**src/rtl/sense_pkg.sv**
```systemverilog
package sense_pkg;

  localparam int CODE_W = 11;
  localparam int NLINE  = 3;
  localparam int LN_A   = 2;
  localparam int LN_B   = 1;
  localparam int LN_C   = 0;

  typedef enum logic [2:0] {
    PH_IDLE,
    PH_CHARGE,
    PH_FLOAT,
    PH_PULL_A,
    PH_PULL_B,
    PH_PULL_C
  } phase_t;

  typedef struct packed {
    logic [NLINE-1:0] hiz;
    logic [NLINE-1:0] lvl;
  } drive_t;

  // Pad pattern for each phase: released lines sit at level 1.
  function automatic drive_t drive_for(phase_t ph);
    drive_t d;
    d.hiz = '1;
    d.lvl = '1;
    case (ph)
      PH_CHARGE: d.hiz = '0;
      PH_PULL_A: begin d.hiz[LN_A] = 1'b0; d.lvl[LN_A] = 1'b0; end
      PH_PULL_B: begin d.hiz[LN_B] = 1'b0; d.lvl[LN_B] = 1'b0; end
      PH_PULL_C: begin d.hiz[LN_C] = 1'b0; d.lvl[LN_C] = 1'b0; end
      default: ;
    endcase
    return d;
  endfunction

  // Fold the readings of one phase into the accumulated code.
  function automatic logic [CODE_W-1:0] merge_sample(phase_t ph,
                                                     logic [CODE_W-1:0] acc,
                                                     logic [NLINE-1:0] s);
    logic [CODE_W-1:0] r;
    r = acc;
    case (ph)
      PH_FLOAT:  r[10:8] = {s[LN_A], s[LN_B], s[LN_C]};
      PH_PULL_A: r[5:4]  = {s[LN_B], s[LN_C]};
      PH_PULL_B: r[3:2]  = {s[LN_A], s[LN_C]};
      PH_PULL_C: r[1:0]  = {s[LN_A], s[LN_B]};
      default: ;
    endcase
    r[7:6] = 2'b00;
    return r;
  endfunction

  function automatic phase_t next_phase(phase_t ph);
    phase_t n;
    case (ph)
      PH_CHARGE: n = PH_FLOAT;
      PH_FLOAT:  n = PH_PULL_A;
      PH_PULL_A: n = PH_PULL_B;
      PH_PULL_B: n = PH_PULL_C;
      default:   n = PH_IDLE;
    endcase
    return n;
  endfunction

endpackage

```
**src/rtl/sense_timer.sv**
```systemverilog
module sense_timer #(
  parameter int SHORT_WAIT = 200,
  parameter int LONG_WAIT  = 2000
) (
  input  logic clk,
  input  logic rst_n,
  input  logic run,
  input  logic short_sel,
  output logic last
);

  localparam int MAXW = (SHORT_WAIT > LONG_WAIT) ? SHORT_WAIT : LONG_WAIT;
  localparam int CW   = $clog2(MAXW + 1);

  logic [CW-1:0] cnt_q;
  logic [CW-1:0] limit_m1;

  assign limit_m1 = short_sel ? CW'(SHORT_WAIT - 1) : CW'(LONG_WAIT - 1);
  assign last     = run && (cnt_q == limit_m1);

  always_ff @(posedge clk) begin
    if (!rst_n)             cnt_q <= '0;
    else if (!run || last)  cnt_q <= '0;
    else                    cnt_q <= cnt_q + CW'(1);
  end

  AST_CNT_BOUND: assert property (@(posedge clk) disable iff (!rst_n)
    run |-> (cnt_q <= limit_m1));

  AST_CNT_RESTART: assert property (@(posedge clk) disable iff (!rst_n)
    last |=> (cnt_q == '0));

endmodule

```
**src/rtl/sense_drive.sv**
```systemverilog
module sense_drive import sense_pkg::*; (
  input  logic             clk,
  input  logic             rst_n,
  input  phase_t           phase_nxt,
  output logic [NLINE-1:0] hiz,
  output logic [NLINE-1:0] lvl
);

  drive_t drv_q;

  always_ff @(posedge clk) begin
    if (!rst_n) drv_q <= '{hiz: '1, lvl: '1};
    else        drv_q <= drive_for(phase_nxt);
  end

  assign hiz = drv_q.hiz;
  assign lvl = drv_q.lvl;

  AST_ONE_LOW: assert property (@(posedge clk) disable iff (!rst_n)
    $countones(~hiz & ~lvl) <= 1);

endmodule

```
**src/rtl/sense_packer.sv**
```systemverilog
module sense_packer import sense_pkg::*; (
  input  logic              clk,
  input  logic              rst_n,
  input  logic              clear,
  input  logic              sample,
  input  logic              commit,
  input  phase_t            phase,
  input  logic [NLINE-1:0]  lines,
  output logic [CODE_W-1:0] code
);

  logic [CODE_W-1:0] acc_q;
  logic [CODE_W-1:0] code_q;
  logic [CODE_W-1:0] merged;

  assign merged = merge_sample(phase, acc_q, lines);

  always_ff @(posedge clk) begin
    if (!rst_n) begin
      acc_q  <= '0;
      code_q <= '0;
    end else begin
      if (clear)       acc_q <= '0;
      else if (sample) acc_q <= merged;
      if (commit)      code_q <= merged;
    end
  end

  assign code = code_q;

  AST_COMMIT_ONLY: assert property (@(posedge clk) disable iff (!rst_n)
    !$stable(code_q) |-> $past(commit));

endmodule

```
**src/rtl/sense_seq.sv**
```systemverilog
module sense_seq #(
  parameter int SHORT_WAIT = 200,
  parameter int LONG_WAIT  = 2000
) (
  input  logic        clk,
  input  logic        rst_n,
  input  logic        start_i,
  input  logic [2:0]  sense_i,
  output logic [2:0]  drv_hiz_o,
  output logic [2:0]  drv_lvl_o,
  output logic        done_o,
  output logic [10:0] code_o
);
  import sense_pkg::*;

  phase_t state_q, state_d;
  logic   busy, launch, phase_end, finish, done_q;

  assign busy   = (state_q != PH_IDLE);
  assign launch = !busy && start_i;
  assign finish = (state_q == PH_PULL_C) && phase_end;

  always_comb begin
    state_d = state_q;
    if (launch)         state_d = PH_CHARGE;
    else if (phase_end) state_d = next_phase(state_q);
  end

  always_ff @(posedge clk) begin
    if (!rst_n) begin
      state_q <= PH_IDLE;
      done_q  <= 1'b0;
    end else begin
      state_q <= state_d;
      done_q  <= finish;
    end
  end

  assign done_o = done_q;

  sense_timer #(.SHORT_WAIT(SHORT_WAIT), .LONG_WAIT(LONG_WAIT)) i_timer (
    .clk       (clk),
    .rst_n     (rst_n),
    .run       (busy),
    .short_sel (state_q == PH_CHARGE),
    .last      (phase_end)
  );

  sense_drive i_drive (
    .clk       (clk),
    .rst_n     (rst_n),
    .phase_nxt (state_d),
    .hiz       (drv_hiz_o),
    .lvl       (drv_lvl_o)
  );

  sense_packer i_packer (
    .clk    (clk),
    .rst_n  (rst_n),
    .clear  (launch),
    .sample (phase_end),
    .commit (finish),
    .phase  (state_q),
    .lines  (sense_i),
    .code   (code_o)
  );

  AST_IGNORE_START: assert property (@(posedge clk) disable iff (!rst_n)
    (busy && start_i && !phase_end) |=> (state_q == $past(state_q)));

  AST_DONE_PULSE: assert property (@(posedge clk) disable iff (!rst_n)
    done_o |=> !done_o);

  AST_DONE_IDLE: assert property (@(posedge clk) disable iff (!rst_n)
    done_o |-> (state_q == PH_IDLE));

  AST_CHARGE_HIGH: assert property (@(posedge clk) disable iff (!rst_n)
    (state_q == PH_CHARGE) |-> (drv_hiz_o == 3'b000 && drv_lvl_o == 3'b111));

  AST_IDLE_RELEASE: assert property (@(posedge clk) disable iff (!rst_n)
    (state_q == PH_IDLE) |-> (drv_hiz_o == 3'b111));

endmodule

```
**config.mk**
```make
export PLATFORM = sky130hd
export DESIGN_NAME = sense_seq
export DESIGN_NICKNAME = d
export VERILOG_FILES = /design/src/rtl/sense_pkg.sv /design/src/rtl/sense_timer.sv /design/src/rtl/sense_drive.sv /design/src/rtl/sense_packer.sv /design/src/rtl/sense_seq.sv
export SDC_FILE = /design/constraint.sdc
export NUM_CORES = 1
export LEC_CHECK = 0
export BUFFER_PORTS_ARGS = -buffer_cell sky130_fd_sc_hd__buf_2
export CORE_MARGIN = 5
export CORE_UTILIZATION = 54
export DETAILED_ROUTE_END_ITERATION = 10
export PLACE_DENSITY = 0.77
export SLEW_MARGIN = 20
export SYNTH_ARGS = -nofsm -noshare
export SYNTH_HDL_FRONTEND = slang
export SYNTH_SLANG_ARGS = --single-unit
```
**constraint.sdc**
```tcl
create_clock -name clk -period 2.2 [get_ports clk]
set_input_delay 0.11 -clock clk [delete_from_list [all_inputs] [get_ports clk]]
set_output_delay 0.11 -clock clk [all_outputs]
set_load 0.005 [all_outputs]
```
# Word level (Yosys, flattened, before mapping)
# Cells that the tools add are included.
[op_classes] addsub=1 n_mul=0 n_div=0 n_lt_le_gt_ge=0 n_eq_ne=10 shift=0 mux=14 bitwise=1 reduce_logical=11
[ops] op="$eq A3 B3 Y1 const B" n=4
[ops] op="$pmux W3 S4" n=1
[ops] op="$add A11 B1 Y11 const B" n=1
[ops] op="$eq A11 B11 Y1" n=1
[ops] op="$mux W11" n=1
[ops] op="$reduce_or A2 Y1" n=5
[ops] op="$eq A3 B2 Y1 const B" n=3
[ops] op="$mux W3" n=3
[ops] op="$eq A3 B1 Y1 const B" n=2
[ops] op="$mux W1" n=6
[ops] op="$mux W2" n=3
[ops] op="$logic_and A1 B1 Y1" n=3
[ops] op="$reduce_bool A3 Y1" n=1
[ops] op="$logic_not A1 Y1" n=1
[ops] op="$logic_or A1 B1 Y1" n=1
[ops] op="$not A1 Y1" n=1
[totals] register_bits=39 latchBits=0 ramBits=0 mem_bits_ro=0 input_bits=6 out_inout_bits=18 wordCells=44 mem_count=0

# Longest topological paths before layout
[logic_depth] word_depth=9 mapped_depth=7 ltp_nobuf=6

# Cells and area by module
# From an unflattened synthesis, not the netlist that was laid out.
[hier_totals] hier_cells=175 area_unflattened_um2=1789.2
[by_module_without_submodules] module="sense_packer" n_inst=1 cells_per_inst=79 area_each_um2=795.8 seq_area_each_um2=360.3
[by_module_without_submodules] module="sense_timer" n_inst=1 cells_per_inst=58 area_each_um2=588.1 seq_area_each_um2=220.2
[by_module_without_submodules] module="sense_seq" n_inst=1 cells_per_inst=24 area_each_um2=229.0 seq_area_each_um2=80.1
[by_module_without_submodules] module="sense_drive" n_inst=1 cells_per_inst=14 area_each_um2=176.4 seq_area_each_um2=120.1

# Worst setup path after synthesis
# OpenSTA, ideal clock, no wires.
[synth_path] path_kind="reg-to-reg" startpoint="register i_timer.cnt_q[0]" endpoint="register i_packer.acc_q[10]" setup_ns=0.124 arrival_ns=1.663 t_required_ns=2.076 slack_ns=0.413 stages_incl_launch_ff=7 n_path_buf=0 period_less_slack_ns=1.787 path_cell_list="dfxtp_1 ha_1 nand4bb_1 or3_4 nor3_4 mux2i_1 nor2_1"
[synth_between] elab_chain_len=2
[synth_rtl] item="start, declared" line_no="sense_timer.sv:15" text="logic [CW-1:0] cnt_q;"
[synth_rtl] item="start signal, assigned" line_no="sense_timer.sv:24" text="else cnt_q <= cnt_q + CW'(1);"
[synth_rtl] item="$eq A11 B11 Y1" line_no="sense_timer.sv:19" text="assign last = run && (cnt_q == limit_m1);"
[synth_rtl] item="$logic_and A1 B1 Y1" line_no="sense_timer.sv:19"
[synth_rtl] item="end signal, assigned" line_no="sense_packer.sv:24" text="else if (sample) acc_q <= merged;"
[synth_rtl] item="end, declared" line_no="sense_packer.sv:12" text="logic [CODE_W-1:0] acc_q;"
# No other way between the ends.
# A chain may end at the register's enable or synchronous reset.

# Final worst setup path
[layout_path] startpoint="register i_timer.cnt_q[0]" endpoint="register i_drive.drv_q (netlist bit i_drive.hiz[1])"
[layout_between] elab_chain_len=7 word_cells_on_any_way=8 classes_between="eq/ne (3); mux (3); reduce/logical (2)"
[layout_rtl] item="$eq A11 B11 Y1 (*)" line_no="sense_timer.sv:19"
[layout_rtl] item="$logic_and A1 B1 Y1 (*)" line_no="sense_timer.sv:19"
[layout_rtl] item="$mux W3 (*)" line_no="sense_seq.sv:26" text="else if (phase_end) state_d = next_phase(state_q);"
[layout_rtl] item="$mux W3 (*)" line_no="sense_seq.sv:25" text="if (launch) state_d = PH_CHARGE;"
[layout_rtl] item="$eq A3 B1 Y1 / $eq A3 B3 Y1 (equally long branches)" line_no="sense_pkg.sv:28" text="case (ph)"
[layout_rtl] item="$reduce_or A2 Y1 (no line) (*)"
[layout_rtl] item="$mux W1 (*)" line_no="sense_pkg.sv:28"
[layout_rtl] item="end signal, assigned" line_no="sense_drive.sv:12" text="if (!rst_n) drv_q <= '{hiz: '1, lvl: '1};"
[layout_rtl] item="end signal, assigned" line_no="sense_drive.sv:13" text="else drv_q <= drive_for(phase_nxt);"
[layout_rtl] item="end, declared" line_no="sense_drive.sv:9" text="drive_t drv_q;"
# Every way passes the cells marked *; elsewhere a longest branch is shown, timed or not.

==> metrics.yaml <==
critical_path:
  cp-end-kind: "flip-flop"
  worst_ep_arrival_time_ns: 2.23
  cp.required_ns: 2.42
  criticalPathCategory: "flip-flop to flip-flop"
  ff2ff_setup_slack_ns: 0.19
  crit_fanout: 4
  critPathLaunchType: "flip-flop"
synth:
  yosysUniqueCellTypes: 41
  syn_area_um2: 1540
  yosys.area_share.xor_xnor_pct: 5.13
  yosys_warnings: 0
  syn_avg_cell_area_um2: 9.15
  synthMuxAreaShare_pct: 4.56
  seq_area_frac_synth_pct: 48.2
  netlist_instances: 168
  synth-simple-area-share_pct: 26.3
  synth_top_family_by_area: "simple AND/OR/NAND/NOR gates"
  synth_compound_area_share_pct: 11.6
  yosys_register_bits: 37
  synthAdderAreaFrac_pct: 0.814
timing:
  fin_skew_ns: 0.0114
  period_share_pct: 91.2
  worst_hold_slack_ns: 0.0340
  rsz0062_at_grt: "false"
  finalHoldViolCount: 0
  max_freq_ghz: 0.499
  setup_violations: 0
  worst_slew_pin_slew_ns: 0.763
  fin_crit_ns: 2.01
  finalMaxSlewViolations: 0
  max-slew-margin-rel_pct: 49.1
  tns_ns: 0
route:
  vias_per_cell: 5.37
  route.vias.total: 1198
  wl_per_cell_um: 12.6
  drtIter0Drc: 21
  ant_nets: 0
  drtPass1Iterations: 4
  routed_wl_um: 2820
  drc: 0
clocking:
  clk_latency_ns: 0.35
  clock_path_buffers: 2
  cts.repair.resized: 0
  numCtsBuffers: 5
  path_clk_slew_ns: 0.10
  postCtsHoldBufs: 0
  clkSinkCount: 37
  cts_root_buffer: "clkbuf_4"
  cts_tree: "done"
  cts-htree-levels: 2
  post-cts-setup-buffer-count: 0
final_layout:
  layout-drive-gt1-share_pct: 21.9
  final_common_cell: "dfxtp_1"
  mostFrequentLayoutCells: "dfxtp_1 (37), nor2_1 (26), nand2_1 (25), buf_2 (21), a21boi_1 (9)"
  nNetsFinal: 198
  fin_util_pct: 62.8
  antenna_cells: 0
  fill_cells: 219
  syn_to_final_growth_pct: 11.8
floorplan:
  initial_core_util_pct: 56.2
  io_pins: 24
  dieArea_um2: 4010
  fp.dieW_um: 63.3
  row_count: 19
  core_area_um2: 2730
  die_h_um: 63.3
placed_design:
  hpwl_um: 2140
  port_buffers: 21
  gp_congestion: 0.828
power_and_ir_drop:
  p_clk_share_pct: 31.4
  finalPower_mw: 1.07
  p_comb_share_pct: 5.0
  vdd_ir_drop_max_v: 0.000637
  p_per_area_nw_per_um2: 622
  power_switching_uw: 248
  power.internal_uw: 820
  seq_power_share_pct: 63.6
  p_leak_nw: 0.641
  sw_frac_of_total_pct: 23.2
global_route:
  antenna_found_initial: 0
  grt_use_total_pct: 15.9
  grt_max_degree: 16
  grt_pass1_vias: 1189
  grt_overflow: 0
  grt_pass1_wl_um: 5180
flow_run:
  max_cap_viol_count: 0
run_status:
  status: "finished clean"
min_path:
  hp-class: "input pin to flip-flop"
final timing paths:
check,start,to,depth (start not counted)
max,i_timer.cnt_q[0]$_SDFF_PP0_,i_drive.hiz[1]$_SDFF_PN1_,6
min,sense_i[1],i_packer.code[0]$_SDFFE_PN0P_,3
max reg2reg,i_timer.cnt_q[0]$_SDFF_PP0_,i_drive.hiz[1]$_SDFF_PN1_,6
min reg2reg,i_packer.acc_q[10]$_SDFFE_PP0N_,i_packer.code[10]$_SDFFE_PN0P_,2
routing by layer:
metal	part of all wire (%)	global-route usage [%]	vias up
met4	1.8	6.23	0
met1	47	19.0	556
li1	-	-	615
met5	0	0	-
met3	5.4	5.51	5
met2	46	25.9	22
sequential cells by signal (all words and copies together) (netlist names):
register and cells:
done_o 1, i_drive.hiz 3, i_packer.acc_q 7, i_drive.lvl 3, i_packer.code 9, state_q 3
i_timer.cnt_q 11
synthesized netlist by cell type (all sizes together):
master	instances	share of area (%)
o21a	1	0.98
nor2	27	6.8
nor2b	2	0.81
buf	5	1.9
inv	2	0.49
ha	1	0.81
and2b	1	0.49
o211ai	1	0.49
a31oi	1	0.41
o21ai	2	0.65
nor4	1	0.81
nand2	25	6.1
dfxtp	37	48
conb	1	0.24
nand4	1	0.81
or2b	1	0.49
nor3	6	2.7
a221oi	1	0.98
or3b	1	0.57
or3	1	0.73
and2	1	0.41
o311ai	1	0.57
nand3	7	2.3
o22ai	1	0.81
nand3b	3	1.5
a21boi	10	4.9
clkbuf	3	0.73
xor2	4	2.3
or4	1	0.73
xnor2	5	2.9
mux2i	7	4.6
a21oi	5	1.9
nand4bb	1	0.73
and3	1	0.41
power by group through the flow:
stage	Sequential, mW	Clock, mW	Combinational (mW)
5_1_grt	0.682	0.385	0.0598
4_1_cts	0.680	0.348	0.0538
6_report	0.680	0.335	0.0537
2_1_floorplan	0.697	0	0.0357
3_5_place_dp	0.695	0	0.0536
3_3_place_gp	0.695	0	0.0510
worst max-delay path: stages (launching register included):
cell	delay, ns
dfxtp_1	0.38
ha_1	0.24
nand4bb_1	0.21
nor3_1	0.41
o21ai_0	0.17
a21oi_1	0.35
a31oi_1	0.13
logic make-up after synthesis:
kind of cell / Yosys count
adder cells (fa/ha/maj): 1
other: 1
buffers and inverters: 10
AO/OA/AOI/OAI: 23
XOR/XNOR: 9
multiplexers: 7
AND/OR/NAND/NOR: 80
flip-flops: 37
layout make-up:
cell class	instances	area, µm²	area share (%)
inverters	2	7.51	0.437
clock inverters	2	10.0	0.583
flip-flops and latches	37	741	43.1
clock buffers	6	41.3	2.40
well taps	31	38.8	2.26
multi-input cells	122	759	44.2
repair buffers	23	120	6.99
per-stage QoR:
step,worst slack [ns],instance area (µm²),cells
global placement,0.285,1660,215
CTS,0.204,1720,223
detailed placement,0.200,1670,215
global route,0.0117,1720,223
floorplan,0.413,1540,169
finish,0.194,1720,223
No activity file was read; power rests on OpenSTA's default activity.
